### config.mk
export PLATFORM = sky130hd
export DESIGN_NAME = tlbc_lookup
export DESIGN_NICKNAME = d
export VERILOG_FILES = /design/src/rtl/tlbc_pkg.sv /design/src/rtl/tlbc_entry_match.sv /design/src/rtl/tlbc_hit_select.sv /design/src/rtl/tlbc_fault_decode.sv /design/src/rtl/tlbc_lookup.sv
export SDC_FILE = /design/constraint.sdc
export NUM_CORES = 1
export LEC_CHECK = 0
export CAP_MARGIN = 0
export CORE_AREA = 3 3 124 126
export DETAILED_ROUTE_END_ITERATION = 16
export DIE_AREA = 0 0 127 129
export DONT_BUFFER_PORTS = 1
export PLACE_DENSITY = 0.46
export SYNTH_ARGS = -nofsm -noshare
export SYNTH_HDL_FRONTEND = slang
export SYNTH_SLANG_ARGS = --single-unit
### constraint.sdc
create_clock -name vclk -period 4.5
set_input_delay 0.45 -clock vclk [all_inputs]
set_output_delay 0.45 -clock vclk [all_outputs]
set_load 0.02 [all_outputs]
### src/rtl/tlbc_pkg.sv
package tlbc_pkg;
  localparam int VA_W     = 32;
  localparam int PAGE_LSB = 10;
  localparam int VPN_W    = VA_W - PAGE_LSB;

  typedef enum logic [1:0] {
    ACC_READ  = 2'b00,
    ACC_WRITE = 2'b01,
    ACC_FETCH = 2'b10
  } acc_e;

  localparam logic [11:0] FLT_NONE     = 12'h000;
  localparam logic [11:0] FLT_MISS_RD  = 12'h040;
  localparam logic [11:0] FLT_MISS_WR  = 12'h060;
  localparam logic [11:0] FLT_FIRST_WR = 12'h080;
  localparam logic [11:0] FLT_PROT_RD  = 12'h0A0;
  localparam logic [11:0] FLT_PROT_WR  = 12'h0C0;
  localparam logic [11:0] FLT_MULTI    = 12'h140;

  // number of in-page offset bits for a size code
  function automatic int off_bits(logic [1:0] sz);
    case (sz)
      2'd0:    return 10;
      2'd1:    return 12;
      2'd2:    return 16;
      default: return 20;
    endcase
  endfunction
endpackage

### src/rtl/tlbc_entry_match.sv
module tlbc_entry_match
  import tlbc_pkg::*;
#(
  parameter int ASID_W = 8
) (
  input  logic [VA_W-1:0]   va_i,
  input  logic [ASID_W-1:0] cur_asid_i,
  input  logic              asid_chk_en_i,
  input  logic              valid_i,
  input  logic              shared_i,
  input  logic [ASID_W-1:0] asid_i,
  input  logic [VPN_W-1:0]  vpn_i,
  input  logic [1:0]        size_i,
  output logic              match_o
);
  logic [VA_W-1:0] base;
  logic [VA_W-1:0] off_mask;
  logic            addr_hit;
  logic            tag_ok;

  assign base = {vpn_i, {PAGE_LSB{1'b0}}};

  always_comb begin
    for (int b = 0; b < VA_W; b++) off_mask[b] = (b < off_bits(size_i));
  end

  assign addr_hit = (((va_i ^ base) & ~off_mask) == '0);
  assign tag_ok   = shared_i || !asid_chk_en_i || (asid_i == cur_asid_i);
  assign match_o  = valid_i && tag_ok && addr_hit;
endmodule

### src/rtl/tlbc_hit_select.sv
module tlbc_hit_select #(
  parameter  int N     = 4,
  localparam int IDX_W = (N > 1) ? $clog2(N) : 1
) (
  input  logic [N-1:0]     match_i,
  output logic             hit_o,
  output logic             multi_o,
  output logic [IDX_W-1:0] idx_o
);
  logic             seen;
  logic [IDX_W-1:0] idx_or;

  // running "already seen one" chain flags the second match
  always_comb begin
    seen    = 1'b0;
    multi_o = 1'b0;
    idx_or  = '0;
    for (int i = 0; i < N; i++) begin
      if (match_i[i]) begin
        if (seen) multi_o = 1'b1;
        seen   = 1'b1;
        idx_or = idx_or | IDX_W'(i);
      end
    end
  end

  assign hit_o = seen && !multi_o;
  assign idx_o = hit_o ? idx_or : '0;
endmodule

### src/rtl/tlbc_fault_decode.sv
module tlbc_fault_decode
  import tlbc_pkg::*;
#(
  parameter  int PA_W  = 29,
  localparam int PPN_W = PA_W - PAGE_LSB
) (
  input  logic [1:0]       acc_i,
  input  logic             priv_i,
  input  logic             hit_i,
  input  logic             multi_i,
  input  logic [1:0]       prot_i,
  input  logic             dirty_i,
  input  logic [PPN_W-1:0] ppn_i,
  input  logic [1:0]       size_i,
  input  logic [PA_W-1:0]  va_low_i,
  output logic [PA_W-1:0]  pa_o,
  output logic [2:0]       perm_o,
  output logic [11:0]      fault_o
);
  logic            is_wr;
  logic [PA_W-1:0] off_mask;
  logic [PA_W-1:0] pa_raw;

  assign is_wr = (acc_i == ACC_WRITE);

  always_comb begin
    for (int b = 0; b < PA_W; b++) off_mask[b] = (b < off_bits(size_i));
  end

  assign pa_raw = ({ppn_i, {PAGE_LSB{1'b0}}} & ~off_mask) | (va_low_i & off_mask);

  // priority: multi, miss, user protection, write protect, clean page
  always_comb begin
    if (multi_i)                     fault_o = FLT_MULTI;
    else if (!hit_i)                 fault_o = is_wr ? FLT_MISS_WR : FLT_MISS_RD;
    else if (!priv_i && !prot_i[1])  fault_o = is_wr ? FLT_PROT_WR : FLT_PROT_RD;
    else if (is_wr && !prot_i[0])    fault_o = FLT_PROT_WR;
    else if (is_wr && !dirty_i)      fault_o = FLT_FIRST_WR;
    else                             fault_o = FLT_NONE;
  end

  always_comb begin
    if (fault_o == FLT_NONE) begin
      pa_o   = pa_raw;
      perm_o = {acc_i == ACC_FETCH, prot_i[0] && dirty_i, 1'b1};
    end else begin
      pa_o   = '0;
      perm_o = '0;
    end
  end
endmodule

### src/rtl/tlbc_lookup.sv
module tlbc_lookup
  import tlbc_pkg::*;
#(
  parameter  int N      = 4,
  parameter  int ASID_W = 8,
  parameter  int PA_W   = 29,
  localparam int IDX_W  = (N > 1) ? $clog2(N) : 1,
  localparam int PPN_W  = PA_W - PAGE_LSB
) (
  input  logic [1:0]                  acc_i,
  input  logic [VA_W-1:0]             va_i,
  input  logic [ASID_W-1:0]           cur_asid_i,
  input  logic                        priv_i,
  input  logic                        sv_mode_i,
  input  logic [N-1:0]                ent_valid_i,
  input  logic [N-1:0]                ent_shared_i,
  input  logic [N-1:0][ASID_W-1:0]    ent_asid_i,
  input  logic [N-1:0][VPN_W-1:0]     ent_vpn_i,
  input  logic [N-1:0][PPN_W-1:0]     ent_ppn_i,
  input  logic [N-1:0][1:0]           ent_size_i,
  input  logic [N-1:0][1:0]           ent_prot_i,
  input  logic [N-1:0]                ent_dirty_i,
  output logic [N-1:0]                match_o,
  output logic                        hit_o,
  output logic [IDX_W-1:0]            hit_idx_o,
  output logic [PA_W-1:0]             pa_o,
  output logic [2:0]                  perm_o,
  output logic [11:0]                 fault_o
);
  logic asid_chk_en;
  logic multi;

  assign asid_chk_en = !(sv_mode_i && priv_i);

  for (genvar g = 0; g < N; g++) begin : g_ent
    tlbc_entry_match #(.ASID_W(ASID_W)) u_match (
      .va_i          (va_i),
      .cur_asid_i    (cur_asid_i),
      .asid_chk_en_i (asid_chk_en),
      .valid_i       (ent_valid_i[g]),
      .shared_i      (ent_shared_i[g]),
      .asid_i        (ent_asid_i[g]),
      .vpn_i         (ent_vpn_i[g]),
      .size_i        (ent_size_i[g]),
      .match_o       (match_o[g])
    );
  end

  tlbc_hit_select #(.N(N)) u_sel (
    .match_i (match_o),
    .hit_o   (hit_o),
    .multi_o (multi),
    .idx_o   (hit_idx_o)
  );

  tlbc_fault_decode #(.PA_W(PA_W)) u_dec (
    .acc_i    (acc_i),
    .priv_i   (priv_i),
    .hit_i    (hit_o),
    .multi_i  (multi),
    .prot_i   (ent_prot_i[hit_idx_o]),
    .dirty_i  (ent_dirty_i[hit_idx_o]),
    .ppn_i    (ent_ppn_i[hit_idx_o]),
    .size_i   (ent_size_i[hit_idx_o]),
    .va_low_i (va_i[PA_W-1:0]),
    .pa_o     (pa_o),
    .perm_o   (perm_o),
    .fault_o  (fault_o)
  );
endmodule

==> PnR_summary.wiki, run 1 <==
{| class="wikitable"
! Metric !! Value
|-
| Clock period minus worst slack || 4330 ps
|-
| Least-Margin Pin Slew || 651 ps
|-
| Type of the most critical hold path || primary input to primary output
|-
| Largest net degree at the start of global routing || 43
|-
| Type of element launching the critical path || primary input
|-
| Critical Path Fanout Max || 32
|-
| Detailed-routing iteration count for the pre-antenna-repair pass || 4
|-
| Ratio of cells with drive above 1 in the final layout || 0.143
|-
| Vias per std cell || 5.26
|-
| Number of placed instances, taps included || 631
|-
| Count of flip-flops and latches || 0
|-
| DRC violation total after the first TritonRoute iteration || 155
|-
| Area delta synth->final || 9.39%
|-
| Max_cap viols || 0
|-
| Arrival time reported for the critical path endpoint || 3880 ps
|-
| Number of warnings issued by yosys || 0
|-
| Area share of xor/xnor cells in the synthesized design || 0.340
|-
| Initial antenna violation count || 0
|-
| Count of nets left with antenna violations after detail routing || 0
|-
| Final GP Congestion || 0.849
|-
| Count of buffer and inverter cells on the critical path || 2
|-
| Number of hold violations in the final report || 0
|-
| Initial core utilization || 0.220
|-
| Number of placement rows || 44
|-
| Portion of the clock cycle consumed by the worst path in the final layout || 0.962
|-
| Total routing usage reported by global routing || 0.149
|-
| Crit path max-delay family || simple AND/OR/NAND/NOR gates
|-
| Achievable Freq || 231 MHz
|-
| Simple-gate portion of the synthesized area || 0.230
|-
| Number of global-route vias before repair || 3287
|-
| PortBufs || 0
|-
| LEAKAGE || 1.11 nW
|-
| PnR Total Power || 0.206 mW
|-
| Number of cells produced by synthesis || 454
|-
| DIE HEIGHT || 129 microns
|-
| Post-synthesis area per instance || 6.98 sq um
|-
| Outcome || finished, final reports clean
|-
| RSZ-0062 raised after global routing || no
|-
| Sequential fraction of the synthesis area || 0
|-
| Area of the die || 0.0164 sq mm
|-
| Via total after detailed routing || 3316
|-
| Worst setup path start || ent_vpn_i[87]
|-
| Finished Layout Cells || 631
|-
| Largest family of logic cells by synthesized area || XOR/XNOR gates
|-
| Net count of the finished layout || 717
|-
| Worst-case vdd ir drop || 0.0275 mV
|-
| Diode count || 0
|-
| Power density relative to cell area || 59.4 mW/mm^2
|-
| Io pins || 319
|-
| Max incr delay on CP || 530 ps
|-
| Total Neg Setup Slack || 0 ps
|-
| Global-route wire length before repair || 19.1 mm
|-
| Synthesized-area fraction occupied by ao, oa, aoi and oai cells || 0.207
|-
| Critical path capture point type || primary output
|-
| Count of different cell masters after synthesis || 53
|-
| Total routed wirelength || 13.7 mm
|-
| Cell Chain, Critical Path || xor2_1 -> or4_1 -> nor4_2 -> nand4_2 -> xor2_1 -> and3_1 -> mux2i_1 -> mux2_4 -> nor2b_4 -> or3_1 -> buf_4 -> a211oi_1 -> buf_4
|-
| Start point of the worst min-delay path || acc_i[0]
|-
| Area of all sequential standard cells || 0 sq um
|-
| CP max-delay cell || sky130_fd_sc_hd__or4_1
|-
| Final HPWL from detailed placement || 12.5 mm
|-
| Cell Area, Synth || 0.00317 sq mm
|-
| Number of DRC violations after detailed routing || 0
|-
| Mux cell area share after synthesis || 0.100
|-
| Core outline area || 0.0144 sq mm
|-
| Arithmetic-cell share of the synthesized area counting full adders, half adders and majority gates || 0
|-
| DR WL/cell || 21.8 microns
|-
| Worst slew slack as a fraction of its limit || 0.562
|-
| Count of final setup violators || 0
|-
| Width of the die || 127 microns
|-
| Data required, critical path || 4050 ps
|-
| Worst Path Class, Setup || primary input to primary output
|-
| Grt total ovfl || 0
|-
| Count of pins over their slew limit || 0
|-
| Clock buffer count || 0
|}
## metal layers
| metal | track usage | vias up | part of all wire |
|---|---|---|---|
| met1 | 0.152 | 1517 | 0.33 |
| li1 | - | 1557 | - |
| met4 | 0.00694 | 0 | 0.0054 |
| met2 | 0.308 | 238 | 0.55 |
| met3 | 0.0444 | 4 | 0.12 |
| met5 | 0 | - | 0 |
## cell usage after synthesis, types with 10 or more instances
cell / count / area, sq um
sky130_fd_sc_hd__a211oi_1: 21 / 158
sky130_fd_sc_hd__a21oi_1: 20 / 100
sky130_fd_sc_hd__buf_2: 12 / 60.1
sky130_fd_sc_hd__buf_4: 13 / 97.6
sky130_fd_sc_hd__clkbuf_1: 23 / 86.3
sky130_fd_sc_hd__inv_1: 20 / 75.1
sky130_fd_sc_hd__mux2i_1: 28 / 280
sky130_fd_sc_hd__nand2_1: 19 / 71.3
sky130_fd_sc_hd__nand3_1: 11 / 55.1
sky130_fd_sc_hd__nand4_1: 31 / 194
sky130_fd_sc_hd__nor2_1: 24 / 90.1
sky130_fd_sc_hd__nor2b_1: 20 / 125
sky130_fd_sc_hd__xnor2_1: 113 / 990
sky130_fd_sc_hd__xor2_1: 10 / 87.6
## logic make-up (layout without fill, tap and decap cells)
kind of cell | Yosys count | in the layout
simple gates | 133 | 133
buf+inv | 79 | 65
compound gates | 87 | 87
other cells | 1 | 8
xor+xnor | 123 | 123
mux | 31 | 31
## final timing paths
path | to | cells past startpoint
worst max-delay path | pa_o[28] | 13
worst min-delay path | perm_o[2] | 2
## placed cells by master (no fill, tap or decap), types with 3 or more instances in the layout
cell / netlist / final
sky130_fd_sc_hd__a211o_1: 7 / 7
sky130_fd_sc_hd__conb_1: 1 / 8
sky130_fd_sc_hd__nand4_1: 31 / 31
sky130_fd_sc_hd__xnor2_1: 113 / 113
sky130_fd_sc_hd__buf_4: 13 / 43
sky130_fd_sc_hd__o21ai_0: 4 / 4
sky130_fd_sc_hd__o32ai_1: 3 / 3
sky130_fd_sc_hd__nor2b_1: 20 / 20
sky130_fd_sc_hd__and3_1: 3 / 3
sky130_fd_sc_hd__o21ai_1: 3 / 3
sky130_fd_sc_hd__nor4_1: 7 / 6
sky130_fd_sc_hd__a21oi_1: 20 / 20
sky130_fd_sc_hd__xor2_1: 10 / 10
sky130_fd_sc_hd__nand3_1: 11 / 11
sky130_fd_sc_hd__inv_1: 20 / 20
sky130_fd_sc_hd__a41oi_1: 3 / 3
sky130_fd_sc_hd__nor2_1: 24 / 24
sky130_fd_sc_hd__nor3_1: 5 / 5
sky130_fd_sc_hd__a211oi_2: 8 / 8
sky130_fd_sc_hd__nand2_1: 19 / 19
sky130_fd_sc_hd__mux2i_1: 28 / 28
sky130_fd_sc_hd__a211oi_1: 21 / 21
## through the flow
stage               hold WS, ps  worst slack (ps)  instance area (sq um)   util
floorplan                   982               240                   3200      -
global placement           1070               276                   3460  0.240
detailed placement         1080               209                   3460  0.240
CTS                        1080               187                   3460  0.240
global route               1080            0.0115                   3470  0.240
finish                     1070               171                   3470  0.240
## report_power, final
group / switching [mW] / internal [mW]
Sequential: 0 / 0
Clock: 0 / 0
Combinational: 0.0957 / 0.111
Total: 0.0957 / 0.111
## what timing repair did
action                     CTS  global route
resized for setup            0             1
hold buffers                 0             0
setup endpoints to repair    0             1
hold endpoints to repair     0             0
buffers inserted             0             0
## final cells by class
class	count	area (sq um)
fill	1596	11000
inverter	22	83.8
tap	184	230
multi-input combinational	382	2830
timing repair buffer	43	323
(Power assumes the default switching activity.)
==> inputs of run 2 (changes only) <==
PLACE_DENSITY = 0.47   (was 0.46)
clock period = 3.64 ns   (was 4.5 ns; I/O delays follow)
==> PnR_summary.wiki, run 2 (synthesized netlist as in run 1, its figures left out) <==
{| class="wikitable"
! Metric !! Value
|-
| DIE HEIGHT || 129 microns (unchanged)
|-
| Setup slack after layout || -48.8 ps (-220 ps)
|-
| Final GP Congestion || 0.905 (+6.6%)
|-
| Area of the die || 0.0164 sq mm (unchanged)
|-
| Io pins || 319 (unchanged)
|-
| Hold-fix buffers, CTS || 0 (unchanged)
|-
| Outcome || complete, but fails checks
|-
| Final HPWL from detailed placement || 12.6 mm (+0.10%)
|-
| Power density relative to cell area || 69.5 mW/mm^2 (+17%)
|-
| Type of the most critical hold path || primary input to primary output
|-
| Arrival time reported for the critical path endpoint || 3320 ps (-560 ps)
|-
| LEAKAGE || 1.30 nW (+17%)
|-
| PnR Total Power || 0.290 mW (+41%)
|-
| Number of global-route vias before repair || 3398 (+3.4%)
|-
| Width of the die || 127 microns (unchanged)
|-
| Fraction of met3 tracks used by global routing || 0.0307 (-0.0137)
|-
| Worst Path Class, Setup || primary input to primary output
|-
| Most common cell after layout, fill and taps aside || sky130_fd_sc_hd__xnor2_1
|-
| CP max-delay cell || sky130_fd_sc_hd__or4_4
|-
| Cell Chain, Critical Path || xor2_4 -> or4_4 -> nor4_4 -> nand4_2 -> xor2_1 -> and3_4 -> mux2i_1 -> mux2_4 -> nor2b_4 -> or3_4 -> buf_4 -> clkbuf_16 -> nor2_2 -> buf_4
|-
| Initial core utilization || 0.220 (unchanged)
|-
| Least-Margin Pin Slew || 549 ps (-102 ps)
|-
| Critical path capture point type || primary output
|-
| Area delta synth->final || 31.7%
|-
| Worst slew slack as a fraction of its limit || 0.635 (+0.0729)
|-
| RSZ-0062 raised after global routing || yes
|-
| Violations in the final reports || negative setup slack
|-
| Final-layout fill cell count || 1569 (-1.7%)
|-
| Critical Path Fanout Max || 7 (-78%)
|-
| Global-route wire length before repair || 19.5 mm (+2.2%)
|-
| Number of hold violations in the final report || 0 (unchanged)
|-
| Total routing usage reported by global routing || 0.152 (+0.00340)
|-
| Detailed-routing iteration count for the pre-antenna-repair pass || 5 (+1)
|-
| Met2 usage in global routing || 0.314 (+0.00560)
|-
| Via total after detailed routing || 3338 (+0.66%)
|-
| Area of all sequential standard cells || 0 sq um (unchanged)
|-
| Worst setup path start || ent_vpn_i[84]
|-
| Type of element launching the critical path || primary input
|-
| Number of placement rows || 44 (unchanged)
|-
| Max incr delay on CP || 550 ps (+20 ps)
|-
| Total routed wirelength || 14.3 mm (+4.2%)
|-
| Vias per std cell || 5.14 (-2.3%)
|-
| Post-route core utilization || 0.290 (+0.0491)
|-
| Ratio of cells with drive above 1 in the final layout || 0.267 (+0.123)
|-
| Achievable Freq || 271 MHz
|-
| DRC violation total after the first TritonRoute iteration || 158 (+1.9%)
|-
| CP Capture Point || pa_o[0]
|-
| Count of pins over their slew limit || 0 (unchanged)
|-
| Clock buffer count || 0 (unchanged)
|-
| Area of the multi-input gates || 0.00322 sq mm (+14%)
|-
| Count of flip-flops and latches || 0 (unchanged)
|-
| Core outline area || 0.0144 sq mm (unchanged)
|-
| Clock period minus worst slack || 3690 ps
|-
| GR met1 Demand/Resource || 0.163 (+0.0112)
|-
| Number of DRC violations after detailed routing || 0 (unchanged)
|-
| Max_cap viols || 0 (unchanged)
|-
| Global routing's busiest layer || met2
|-
| Largest net degree at the start of global routing || 29 (-33%)
|-
| CP most frequent cell || sky130_fd_sc_hd__buf_4
|-
| Data required, critical path || 3280 ps (-770 ps)
|-
| Grt total ovfl || 0 (unchanged)
|-
| DR WL/cell || 22.0 microns (+1.2%)
|-
| Initial antenna violation count || 1 (+1)
|-
| Count of final setup violators || 4 (+4)
|-
| Worst-case vdd ir drop || 0.0292 mV (+6.2%)
|-
| Net count of the finished layout || 735 (+2.5%)
|-
| Highest-count cells in the layout ignoring fill and taps || sky130_fd_sc_hd__xnor2_1, sky130_fd_sc_hd__buf_4, sky130_fd_sc_hd__nand4_1
|-
| Count of nets left with antenna violations after detail routing || 0 (unchanged)
|-
| Portion of the clock cycle consumed by the worst path in the final layout || 1.01
|-
| PortBufs || 0 (unchanged)
|}
## run 2: cell count changes in the layout (fill, tap and decap cells not counted), sizes merged
cell    delta
buf       +15
clkbuf     +2
bufbuf     +1
diode      +1
## run 2: worst max-delay path: cells and delay by family
kind | cells | cell delay [ps]
buf+inv | 3 | 480
mux | 2 | 350
simple gates | 7 | 1750
xor+xnor | 2 | 380
## run 2: area by class of cell
cell class,instances,share of cell area
repair buffers,61,0.153
diodes,1,0.000599
inverters,22,0.0201
multi-input cells,382,0.771
well taps,184,0.0551
## run 2: worst min-delay path by stage
stage | from | endpoint | slack (ps) | cells after the start
CTS | va_i[1] | pa_o[1] | 840 | 2
detailed placement | va_i[1] | pa_o[1] | 840 | 2
finish | va_i[1] | pa_o[1] | 860 | 2
global route | va_i[6] | pa_o[6] | 860 | 2
floorplan | acc_i[0] | perm_o[2] | 780 | 1
global placement | va_i[1] | pa_o[1] | 840 | 2
## run 2: per-layer routing
layer | vias to the layer above | routed length, microns
met2 | 193 | 8080
met1 | 1547 | 4930
met3 | 10 | 1140
li1 | 1588 | -
met5 | - | 0
met4 | 0 | 160
## run 2: through the flow
stage / TNS [ps] / hold WS [ps] / std cells / instance area (sq um) / setup WS [ps]
finish: -128 / 857 / 650 / 4180 / -48.8
global placement: -4770 / 839 / 639 / 3710 / -217
global route: -2280 / 863 / 650 / 4180 / -157
floorplan: -1000 / 779 / 461 / 3370 / -95.6
CTS: -765 / 836 / 644 / 3940 / -61.2
detailed placement: -6220 / 836 / 639 / 3710 / -256
## run 2: power breakdown
part / total (mW) / switching, mW / internal, mW
combinational: 0.290 / 0.133 / 0.157
sequential: 0 / 0 / 0
clock: 0.0000000368 / 0 / 0.0000000367
total: 0.290 / 0.133 / 0.157
## run 2: what timing repair did
| item | CTS | global route |
|---|---|---|
| pin swaps | 4 | 9 |
| endpoints found under the setup margin | 33 | 33 |
| buffers inserted | 2 | 3 |
| gates resized for setup | 20 | 31 |
| cloned | 3 | 2 |
